**config.mk**
```make
export PLATFORM = sky130hd
export DESIGN_NAME = lfp_fault_pender
export DESIGN_NICKNAME = d
export VERILOG_FILES = /design/src/rtl/lfp_pkg.sv /design/src/rtl/lfp_classify.sv /design/src/rtl/lfp_target.sv /design/src/rtl/lfp_gate.sv /design/src/rtl/lfp_fault_pender.sv
export SDC_FILE = /design/constraint.sdc
export NUM_CORES = 1
export LEC_CHECK = 0
export BUFFER_PORTS_ARGS = -buffer_cell sky130_fd_sc_hd__buf_2
export CORE_AREA = 2 2 147 149
export DETAILED_ROUTE_END_ITERATION = 16
export DIE_AREA = 0 0 149 151
export GPL_ROUTABILITY_DRIVEN = 1
export PLACE_DENSITY = 0.45
export SYNTH_ARGS = -nofsm -noshare
export SYNTH_HDL_FRONTEND = slang
export SYNTH_HIERARCHICAL = 1
export SYNTH_SLANG_ARGS = --single-unit
```
**constraint.sdc**
```tcl
create_clock -name clk -period 1.5 [get_ports clk]
set_input_delay 0.45 -clock clk [delete_from_list [all_inputs] [get_ports clk]]
set_output_delay 0.45 -clock clk [all_outputs]
set_load 0.02 [all_outputs]
```
**src/rtl/lfp_pkg.sv**
```systemverilog
package lfp_pkg;
  localparam int CTX_W    = 6;
  localparam int RDY_HF   = 0;
  localparam int RDY_MM   = 1;
  localparam int RDY_UF   = 2;
  localparam int RDY_BF   = 3;
  localparam int RDY_SF   = 4;
  localparam int RDY_MON  = 5;

  localparam int EXC_HARD = 3;
  localparam int EXC_MEM  = 4;
  localparam int EXC_BUS  = 5;
  localparam int EXC_USG  = 6;
  localparam int EXC_SECF = 7;
  localparam int EXC_MON  = 12;

  // exceptions that have one copy per security state
  localparam logic [15:0] BANKED_MASK = 16'b1100_1000_0101_1000;

  function automatic logic is_banked(input int unsigned exc);
    return (exc < 16) ? BANKED_MASK[exc] : 1'b0;
  endfunction
endpackage

```
**src/rtl/lfp_classify.sv**
```systemverilog
module lfp_classify
  import lfp_pkg::*;
#(
  parameter int NUM_EXC = 16,
  parameter int EXC_W   = 5
) (
  input  logic [EXC_W-1:0] exc,
  input  logic             sec,
  input  logic [CTX_W-1:0] ctx_s,
  input  logic [CTX_W-1:0] ctx_ns,
  output logic             illegal,
  output logic             ignore,
  output logic             escalate,
  output logic             banked
);
  logic [CTX_W-1:0] sel_ctx;
  logic             out_of_range;
  logic             unused_ctx;

  assign sel_ctx      = sec ? ctx_s : ctx_ns;
  assign unused_ctx   = ^{sel_ctx[RDY_HF], sel_ctx[RDY_BF], sel_ctx[RDY_SF], sel_ctx[RDY_MON]};
  assign banked       = is_banked(int'(exc));
  assign out_of_range = int'(exc) >= NUM_EXC;

  always_comb begin
    illegal  = 1'b0;
    ignore   = 1'b0;
    escalate = 1'b0;
    case (int'(exc))
      EXC_MON:  ignore   = !ctx_s[RDY_MON];
      EXC_MEM:  escalate = !sel_ctx[RDY_MM];
      EXC_USG:  escalate = !sel_ctx[RDY_UF];
      EXC_BUS:  escalate = !ctx_s[RDY_BF];
      EXC_SECF: escalate = !ctx_s[RDY_SF];
      default:  illegal  = 1'b1;
    endcase
    if (out_of_range || (sec && !banked)) illegal = 1'b1;
    if (illegal) begin
      ignore   = 1'b0;
      escalate = 1'b0;
    end
  end
endmodule

```
**src/rtl/lfp_target.sv**
```systemverilog
module lfp_target
  import lfp_pkg::*;
#(
  parameter int NUM_EXC = 16,
  parameter int EXC_W   = 5
) (
  input  logic [EXC_W-1:0]   exc,
  input  logic               sec,
  input  logic               banked,
  input  logic               escalate,
  input  logic [NUM_EXC-1:0] tgt_sec,
  input  logic               sec_ext,
  input  logic               hf_ns_route,
  output logic [EXC_W-1:0]   fin_exc,
  output logic               fin_bank
);
  localparam int IDX_W = (NUM_EXC > 1) ? $clog2(NUM_EXC) : 1;

  logic [IDX_W-1:0] idx;
  logic             orig_secure;

  assign idx = exc[IDX_W-1:0];

  always_comb begin
    orig_secure = banked ? sec : tgt_sec[idx];
    if (escalate) begin
      fin_exc  = EXC_W'(EXC_HARD);
      fin_bank = sec_ext && (orig_secure || !hf_ns_route);
    end else begin
      fin_exc  = exc;
      fin_bank = banked && sec;
    end
  end
endmodule

```
**src/rtl/lfp_gate.sv**
```systemverilog
module lfp_gate #(
  parameter int NUM_EXC = 16,
  parameter int EXC_W   = 5,
  parameter int PRIO_W  = 8
) (
  input  logic [EXC_W-1:0]          fin_exc,
  input  logic                      fin_bank,
  input  logic [NUM_EXC-1:0]        vec_en_s,
  input  logic [NUM_EXC-1:0]        vec_en_ns,
  input  logic [NUM_EXC-1:0]        vec_pend_s,
  input  logic [NUM_EXC-1:0]        vec_pend_ns,
  input  logic [NUM_EXC*PRIO_W-1:0] vec_gprio_s,
  input  logic [NUM_EXC*PRIO_W-1:0] vec_gprio_ns,
  input  logic [PRIO_W:0]           exec_prio,
  output logic                      blocked,
  output logic                      already_pend
);
  localparam int IDX_W = (NUM_EXC > 1) ? $clog2(NUM_EXC) : 1;

  logic [IDX_W-1:0]  idx;
  logic              en;
  logic [PRIO_W-1:0] gprio;

  assign idx = fin_exc[IDX_W-1:0];

  always_comb begin
    en           = fin_bank ? vec_en_s[idx]   : vec_en_ns[idx];
    already_pend = fin_bank ? vec_pend_s[idx] : vec_pend_ns[idx];
    gprio        = fin_bank ? vec_gprio_s[int'(idx)*PRIO_W +: PRIO_W]
                            : vec_gprio_ns[int'(idx)*PRIO_W +: PRIO_W];
    blocked      = !en || (exec_prio <= {1'b0, gprio});
  end
endmodule

```
**src/rtl/lfp_fault_pender.sv**
```systemverilog
module lfp_fault_pender
  import lfp_pkg::*;
#(
  parameter int NUM_EXC = 16,
  parameter int EXC_W   = 5,
  parameter int PRIO_W  = 8
) (
  input  logic                      clk,
  input  logic                      rst_n,
  input  logic                      req_valid,
  input  logic [EXC_W-1:0]          req_exc,
  input  logic                      req_sec,
  input  logic [5:0]                ctx_s,
  input  logic [5:0]                ctx_ns,
  input  logic                      sec_ext,
  input  logic                      hf_ns_route,
  input  logic [NUM_EXC-1:0]        tgt_sec,
  input  logic [NUM_EXC-1:0]        vec_en_s,
  input  logic [NUM_EXC-1:0]        vec_en_ns,
  input  logic [NUM_EXC-1:0]        vec_pend_s,
  input  logic [NUM_EXC-1:0]        vec_pend_ns,
  input  logic [NUM_EXC*PRIO_W-1:0] vec_gprio_s,
  input  logic [NUM_EXC*PRIO_W-1:0] vec_gprio_ns,
  input  logic [PRIO_W:0]           exec_prio,
  output logic                      pend_stb,
  output logic [EXC_W-1:0]          pend_exc,
  output logic                      pend_bank,
  output logic                      forced_stb,
  output logic                      ignore_stb,
  output logic                      illegal_stb,
  output logic                      lockup
);
  logic             illegal, ignore, escalate, banked;
  logic [EXC_W-1:0] fin_exc;
  logic             fin_bank;
  logic             blocked, already_pend;

  logic             go, lock_hit;
  logic             pend_n, forced_n, ignore_n, illegal_n, lockup_n;

  lfp_classify #(.NUM_EXC(NUM_EXC), .EXC_W(EXC_W)) u_classify (
    .exc(req_exc), .sec(req_sec), .ctx_s(ctx_s), .ctx_ns(ctx_ns),
    .illegal(illegal), .ignore(ignore), .escalate(escalate), .banked(banked)
  );

  lfp_target #(.NUM_EXC(NUM_EXC), .EXC_W(EXC_W)) u_target (
    .exc(req_exc), .sec(req_sec), .banked(banked), .escalate(escalate),
    .tgt_sec(tgt_sec), .sec_ext(sec_ext), .hf_ns_route(hf_ns_route),
    .fin_exc(fin_exc), .fin_bank(fin_bank)
  );

  lfp_gate #(.NUM_EXC(NUM_EXC), .EXC_W(EXC_W), .PRIO_W(PRIO_W)) u_gate (
    .fin_exc(fin_exc), .fin_bank(fin_bank),
    .vec_en_s(vec_en_s), .vec_en_ns(vec_en_ns),
    .vec_pend_s(vec_pend_s), .vec_pend_ns(vec_pend_ns),
    .vec_gprio_s(vec_gprio_s), .vec_gprio_ns(vec_gprio_ns),
    .exec_prio(exec_prio),
    .blocked(blocked), .already_pend(already_pend)
  );

  // next-state
  always_comb begin
    go        = req_valid && !illegal && !ignore;
    lock_hit  = go && blocked && !ctx_s[RDY_HF];
    pend_n    = go && !lock_hit && !already_pend;
    forced_n  = go && !lock_hit && escalate;
    ignore_n  = req_valid && ignore;
    illegal_n = req_valid && illegal;
    lockup_n  = lockup || lock_hit;
  end

  // registers
  always_ff @(posedge clk or negedge rst_n) begin
    if (!rst_n) begin
      pend_stb    <= 1'b0;
      forced_stb  <= 1'b0;
      ignore_stb  <= 1'b0;
      illegal_stb <= 1'b0;
      lockup      <= 1'b0;
    end else begin
      pend_stb    <= pend_n;
      forced_stb  <= forced_n;
      ignore_stb  <= ignore_n;
      illegal_stb <= illegal_n;
      lockup      <= lockup_n;
    end
  end

  always_ff @(posedge clk or negedge rst_n) begin
    if (!rst_n) begin
      pend_exc  <= '0;
      pend_bank <= 1'b0;
    end else if (go) begin
      pend_exc  <= fin_exc;
      pend_bank <= fin_bank;
    end
  end
endmodule

```
After elaboration in Yosys (flattened, before gate mapping). Memories as Yosys holds them, arrays and structs flattened. Index checks and enable logic that the tools add are counted.

Equal/unequal tests: 5. Mux-type cells: 25. Shifts and indexed selects: 2. $lt $le $gt $ge: 6. Reductions and logical operators: 30.

Operators with widths (count): $shiftx A128 B8 Y8 (2); $bmux W1 S4 (5); $eq A5 B3 Y1 const B (4); $mux W1 (16); $logic_not A1 Y1 (13); $logic_and A1 B1 Y1 (12); $lt A4 B5 Y1 const B (2); $lt A5 B5 Y1 const B (2); $le A9 B8 Y1 (1); $mux W8 (1); $eq A5 B4 Y1 const B (1); $ge A5 B5 Y1 const B (1); $mux W5 (1); $reduce_or A5 Y1 (1); $logic_or A1 B1 Y1 (4); $pmux W1 S4 (1); $mux W3 (1).

Flip-flop bits (word level): 11. Bits in read-only memories: 16. Input port bits: 368. Memories: 1. Word-level logic and storage cells: 76.

Memory list: (no name shown) (depth 16, width 1, rd ports 1, clocked after memory_dff 0, wr ports 0, RTL line lfp_pkg.sv:21) `return (exc < 16) ? BANKED_MASK[exc] : 1'b0;`.

Logic depth before layout (Yosys ltp).
Depth in word-level cells: 19. Mapped depth: 22.

Cells and area by module. Netlist, hierarchy kept.

Modules (own cells, without submodules): lfp_gate (times used 1, area each 2775.2 µm², seq. area each 0.0 µm², cells each 179); lfp_fault_pender (times used 1, area each 407.9 µm², seq. area each 275.3 µm², cells each 24); lfp_target (times used 1, area each 212.7 µm², seq. area each 0.0 µm², cells each 23); lfp_classify (times used 1, area each 145.1 µm², seq. area each 0.0 µm², cells each 22).

Worst setup path after synthesis. OpenSTA, ideal clock, no wires.

Kind: input to register. Start: input port req_sec. End: register forced_stb. Path slack: -3.156 ns. Stages: 21. Arrival: 4.535 ns. Cells stage by stage: buf_6 mux2i_1 a22oi_1 a2111oi_2 a21oi_1 a31oi_1 buf_6 buf_6 buf_2 mux4_2 mux2i_1 o22ai_1 a21oi_1 ha_1 and3_1 o21a_1 o31ai_1 nand3_1 o211ai_1 nor2b_1 and3b_2.

RTL lines: from (decl) (RTL line lfp_fault_pender.sv:12) `input logic req_sec,`; $mux W3 / $logic_and A1 B1 Y1 (equally long branches) (RTL line lfp_classify.sv:20, lfp_classify.sv:37); $logic_not A1 Y1 (tied with other cells) (RTL line lfp_classify.sv:32) `EXC_USG: escalate = !sel_ctx[RDY_UF];`; $pmux W1 S4 / $mux W1 (equally long branches) (RTL line lfp_classify.sv:29, lfp_classify.sv:37); $mux W1 (*) (RTL line lfp_classify.sv:38) `if (illegal) begin`; net escalate (RTL line lfp_fault_pender.sv:33) `logic illegal, ignore, escalate, banked;`; $mux W1 (*) (RTL line lfp_target.sv:26) `if (escalate) begin`; net fin_bank (RTL line lfp_fault_pender.sv:35) `logic fin_bank;`; $mux W8 / $mux W1 (equally long branches) (RTL line lfp_gate.sv:29, lfp_gate.sv:27); $le A9 B8 Y1 / $logic_not A1 Y1 (equally long branches) (RTL line lfp_gate.sv:31) `blocked = !en || (exec_prio <= {1'b0, gprio});`; $logic_or A1 B1 Y1 (*) (RTL line lfp_gate.sv:31); net blocked (RTL line lfp_fault_pender.sv:36) `logic blocked, already_pend;`; $logic_and A1 B1 Y1 (*) (2 in a row) (RTL line lfp_fault_pender.sv:64) `lock_hit = go && blocked && !ctx_s[RDY_HF];`; $logic_not A1 Y1 (*) (RTL line lfp_fault_pender.sv:66) `forced_n = go && !lock_hit && escalate;`; $logic_and A1 B1 Y1 (*) (2 in a row) (RTL line lfp_fault_pender.sv:66); net forced_n (RTL line lfp_fault_pender.sv:39) `logic pend_n, forced_n, ignore_n, illegal_n, lockup_n;`; to (signal assigned) (RTL line lfp_fault_pender.sv:82) `forced_stb <= forced_n;`; to (decl) (RTL line lfp_fault_pender.sv:28) `output logic forced_stb,`.

The timed path passes the listed nets; every way through them passes the cells marked *. The select of a mux whose other input is x is not followed. A chain may end at the register's enable or synchronous reset.

Worst setup path after layout. Same ends and word-level chain as after synthesis.

==> impl_results.md <==
* Status: finished, violations left
* Failing checks: setup timing
* DRC viols at 0
* Synth Register Bits at 11
* Period minus WS final at 4394 ps
* TritonRoute pass-1 iters at 6
* Critical Path AT at 4520 ps
* Clock skew at 0 ps
* Top cells by area, synth: mux4_2 (45%), mux4_1 (16%), dfrtp_1 (7.8%)
* Data required time of the worst path at 1620 ps
* Initial DRC count at 101
* Remaining Overflow, GRT at 0
* Placer Congestion at 0.7714
* Share of cells above drive strength 1 at 86.24%
* Setup crit end kind: flop
* Avg Cell Area, Syn at 14.28 sq um
* Largest net degree at the start of global routing at 22
* DR vias/cell at 4.492
* Via count at 4272
* Hold WC Path Type: input pin to asynchronous set/reset pin
* Row Count at 53
* ANT nets after route at 0
* Initial Util at 17.01%
* CP startpoint: req_sec
* Synth unique cells at 42
* Final count of negative-setup-slack endpoints at 9
* EDFF count, synth at 0
* Fmax at 227.6 MHz
* Cells after Synth at 248
* Leak Pwr at 0.003163 uW
* Synth area leader: mux4_2
* WL/cell at 19.09 um
* Slew @ Worst Pin at 498.3 ps
* Worst skew pair latency at 240 ps
* CTS tree: built
* Io pins at 379
* I/O Buffers at 374
* Synth warnings at 6
* Multi-input logic area at 0.003219 sq mm
* Sequential-to-total area share from yosys stat at 7.774%
* Main synth FF type: dfrtp_1
* Max-slew violation count at 0
* Layout fillers at 2186
* Core area at 0.02082 sq mm
* CP max FO at 6
* H-tree Lvls at 1
* GRT Overall Usage at 14.38%
* Clk buf depth at 2
* Initial antenna violation count at 0
* Max-slew headroom at 66.71%
* RR Startpoint: pend_exc[1]
* Width of the die at 149 um
* Worst-path clk slew at 40 ps
* Top cells by count, synth: mux4_2 (71), mux2i_1 (23), mux4_1 (22)
* Final nets at 1053
* Cell Pwr Density at 432.6 mW/mm^2
* Finished Cell Area at 0.006666 sq mm
* Worst setup path class: input pin to flop
* RSZ-0062 raised after global routing: yes
* Vias in the first global route at 4552
* First-pass GRT wire length at 24.96 mm
* Total wire length at 18.16 mm
* Worst setup path endpoint: forced_stb
* R2R cell count at 1
* Die Y at 151 um
* Register area at 275.3 sq um
* Antenna Cells at 0
* Cell Area, Synth at 0.003541 sq mm
* Dpl cell area at 0.006167 sq mm
* CTS Hold Bufs at 0
* Post-DP HPWL at 15.26 mm
* Mapped Nets at 624
* Setup slack after layout at -2894 ps
* Setup slack, reg-to-reg at 730 ps
* Most frequent cell after synthesis: mux4_2
* Async set or reset register ratio after synthesis at 100.0%
* Maximum resistive drop on vdd at 399.9 uV
* Synth top area share at 45.16%
* Crit share post-route at 293.0%
* Clock Sinks at 11
* Max-cap violations at 0
* Area delta synth->final at 88.27%
* TNS Setup at -11930 ps
* Die footprint at 0.02250 sq mm
* CTS Root Cell: clkbuf_16
* Final Hold Viols at 0
* Reg2reg end: pend_exc[1]
* CTS buffer count at 3
* CP startpoint kind: input pin
[through the flow]
step	total power, uW	cells	hold slack (ps)	setup slack, ps	utilization, %
after floorplan	1347	248	154.4	-2879	-
after global placement	2218	931	334.4	-3206	29.62
after detailed placement	2224	931	335.6	-3250	29.62
after CTS	2844	944	86.73	-2929	31.32
after global routing	3066	951	96.18	-3085	32.02
final	2884	951	79.76	-2894	32.02
[area by class of cell]
cell class | count | area share (%)
well taps | 275 | 5.161
multi-input cells | 209 | 48.29
repair buffers | 448 | 41.01
inverters | 4 | 0.2252
clock buffers | 4 | 1.182
flip-flops and latches | 11 | 4.129
[routing by layer]
metal,wire [um],GRT usage (%)
met1,7221,18.32
met2,9603,26.89
met3,1273,2.018
met4,59,1.048
met5,0,0
[report_power, final]
part	internal (uW)	total, uW	switching, uW
Sequential	347	374	27.2
Combinational	1240	2030	788
Clock	356	483	126
Total	1940	2880	941
[worst min-delay path by stage]
stage                     depth (start not counted)  start          end
final                                             1  rst_n  pend_exc[3]
after global routing                              1  rst_n   ignore_stb
after CTS                                         1  rst_n   ignore_stb
after detailed placement                          1  rst_n   ignore_stb
after global placement                            1  rst_n   ignore_stb
after floorplan                                   0  rst_n   forced_stb
[timing repair]
| item | in CTS | in global routing |
|---|---|---|
| gates resized for setup | 49 | 31 |
| pin swaps | 19 | 13 |
| setup buffers | 6 | 6 |
| setup endpoints to repair | 9 | 9 |
| cloned | 3 | 2 |
[worst max-delay path, cell delays in order]
cell	delay [ps]
buf_8	90
mux2i_2	220
a22oi_2	120
a2111oi_4	420
a21oi_2	130
a31oi_4	190
buf_6	170
buf_12	140
mux4_2	530
mux4_2	520
a21oi_2	160
ha_1	260
and3_4	170
o21a_1	110
o31ai_2	190
nand3_1	160
o211ai_1	110
nor2b_4	180
and3b_2	200
[cell usage in the layout, fill, tap and decap left out, drive strengths merged, types with 3 or more instances in the layout]
master | synthesis | layout
nand2 | 5 | 5
ha | 8 | 8
nor2 | 7 | 7
buf | 20 | 448
mux2i | 23 | 23
nand3 | 4 | 4
inv | 4 | 4
mux4 | 93 | 93
clkbuf | 6 | 4
nor2b | 8 | 10
o22ai | 9 | 9
a21oi | 10 | 10
mux2 | 9 | 9
and2 | 4 | 4
a211oi | 3 | 3
dfrtp | 11 | 11
[logic make-up (layout without fill, tap and decap cells)]
group | count (synthesis) | count (layout) | synth area share, %
adder cells (fa/ha/maj) | 8 | 8 | 2.827
AND/OR/NAND/NOR | 39 | 41 | 6.644
flip-flops | 11 | 11 | 7.774
buffers and inverters | 30 | 456 | 5.265
multiplexers | 125 | 125 | 70.85
AO/OA/AOI/OAI | 35 | 35 | 6.643
[sequential cells by signal, summed over array words and instances (netlist names)]
signal,count
lockup,1
pend_exc,5
ignore_stb,1
pend_bank,1
illegal_stb,1
pend_stb,1
forced_stb,1
Power figures use the tool's default switching activity.
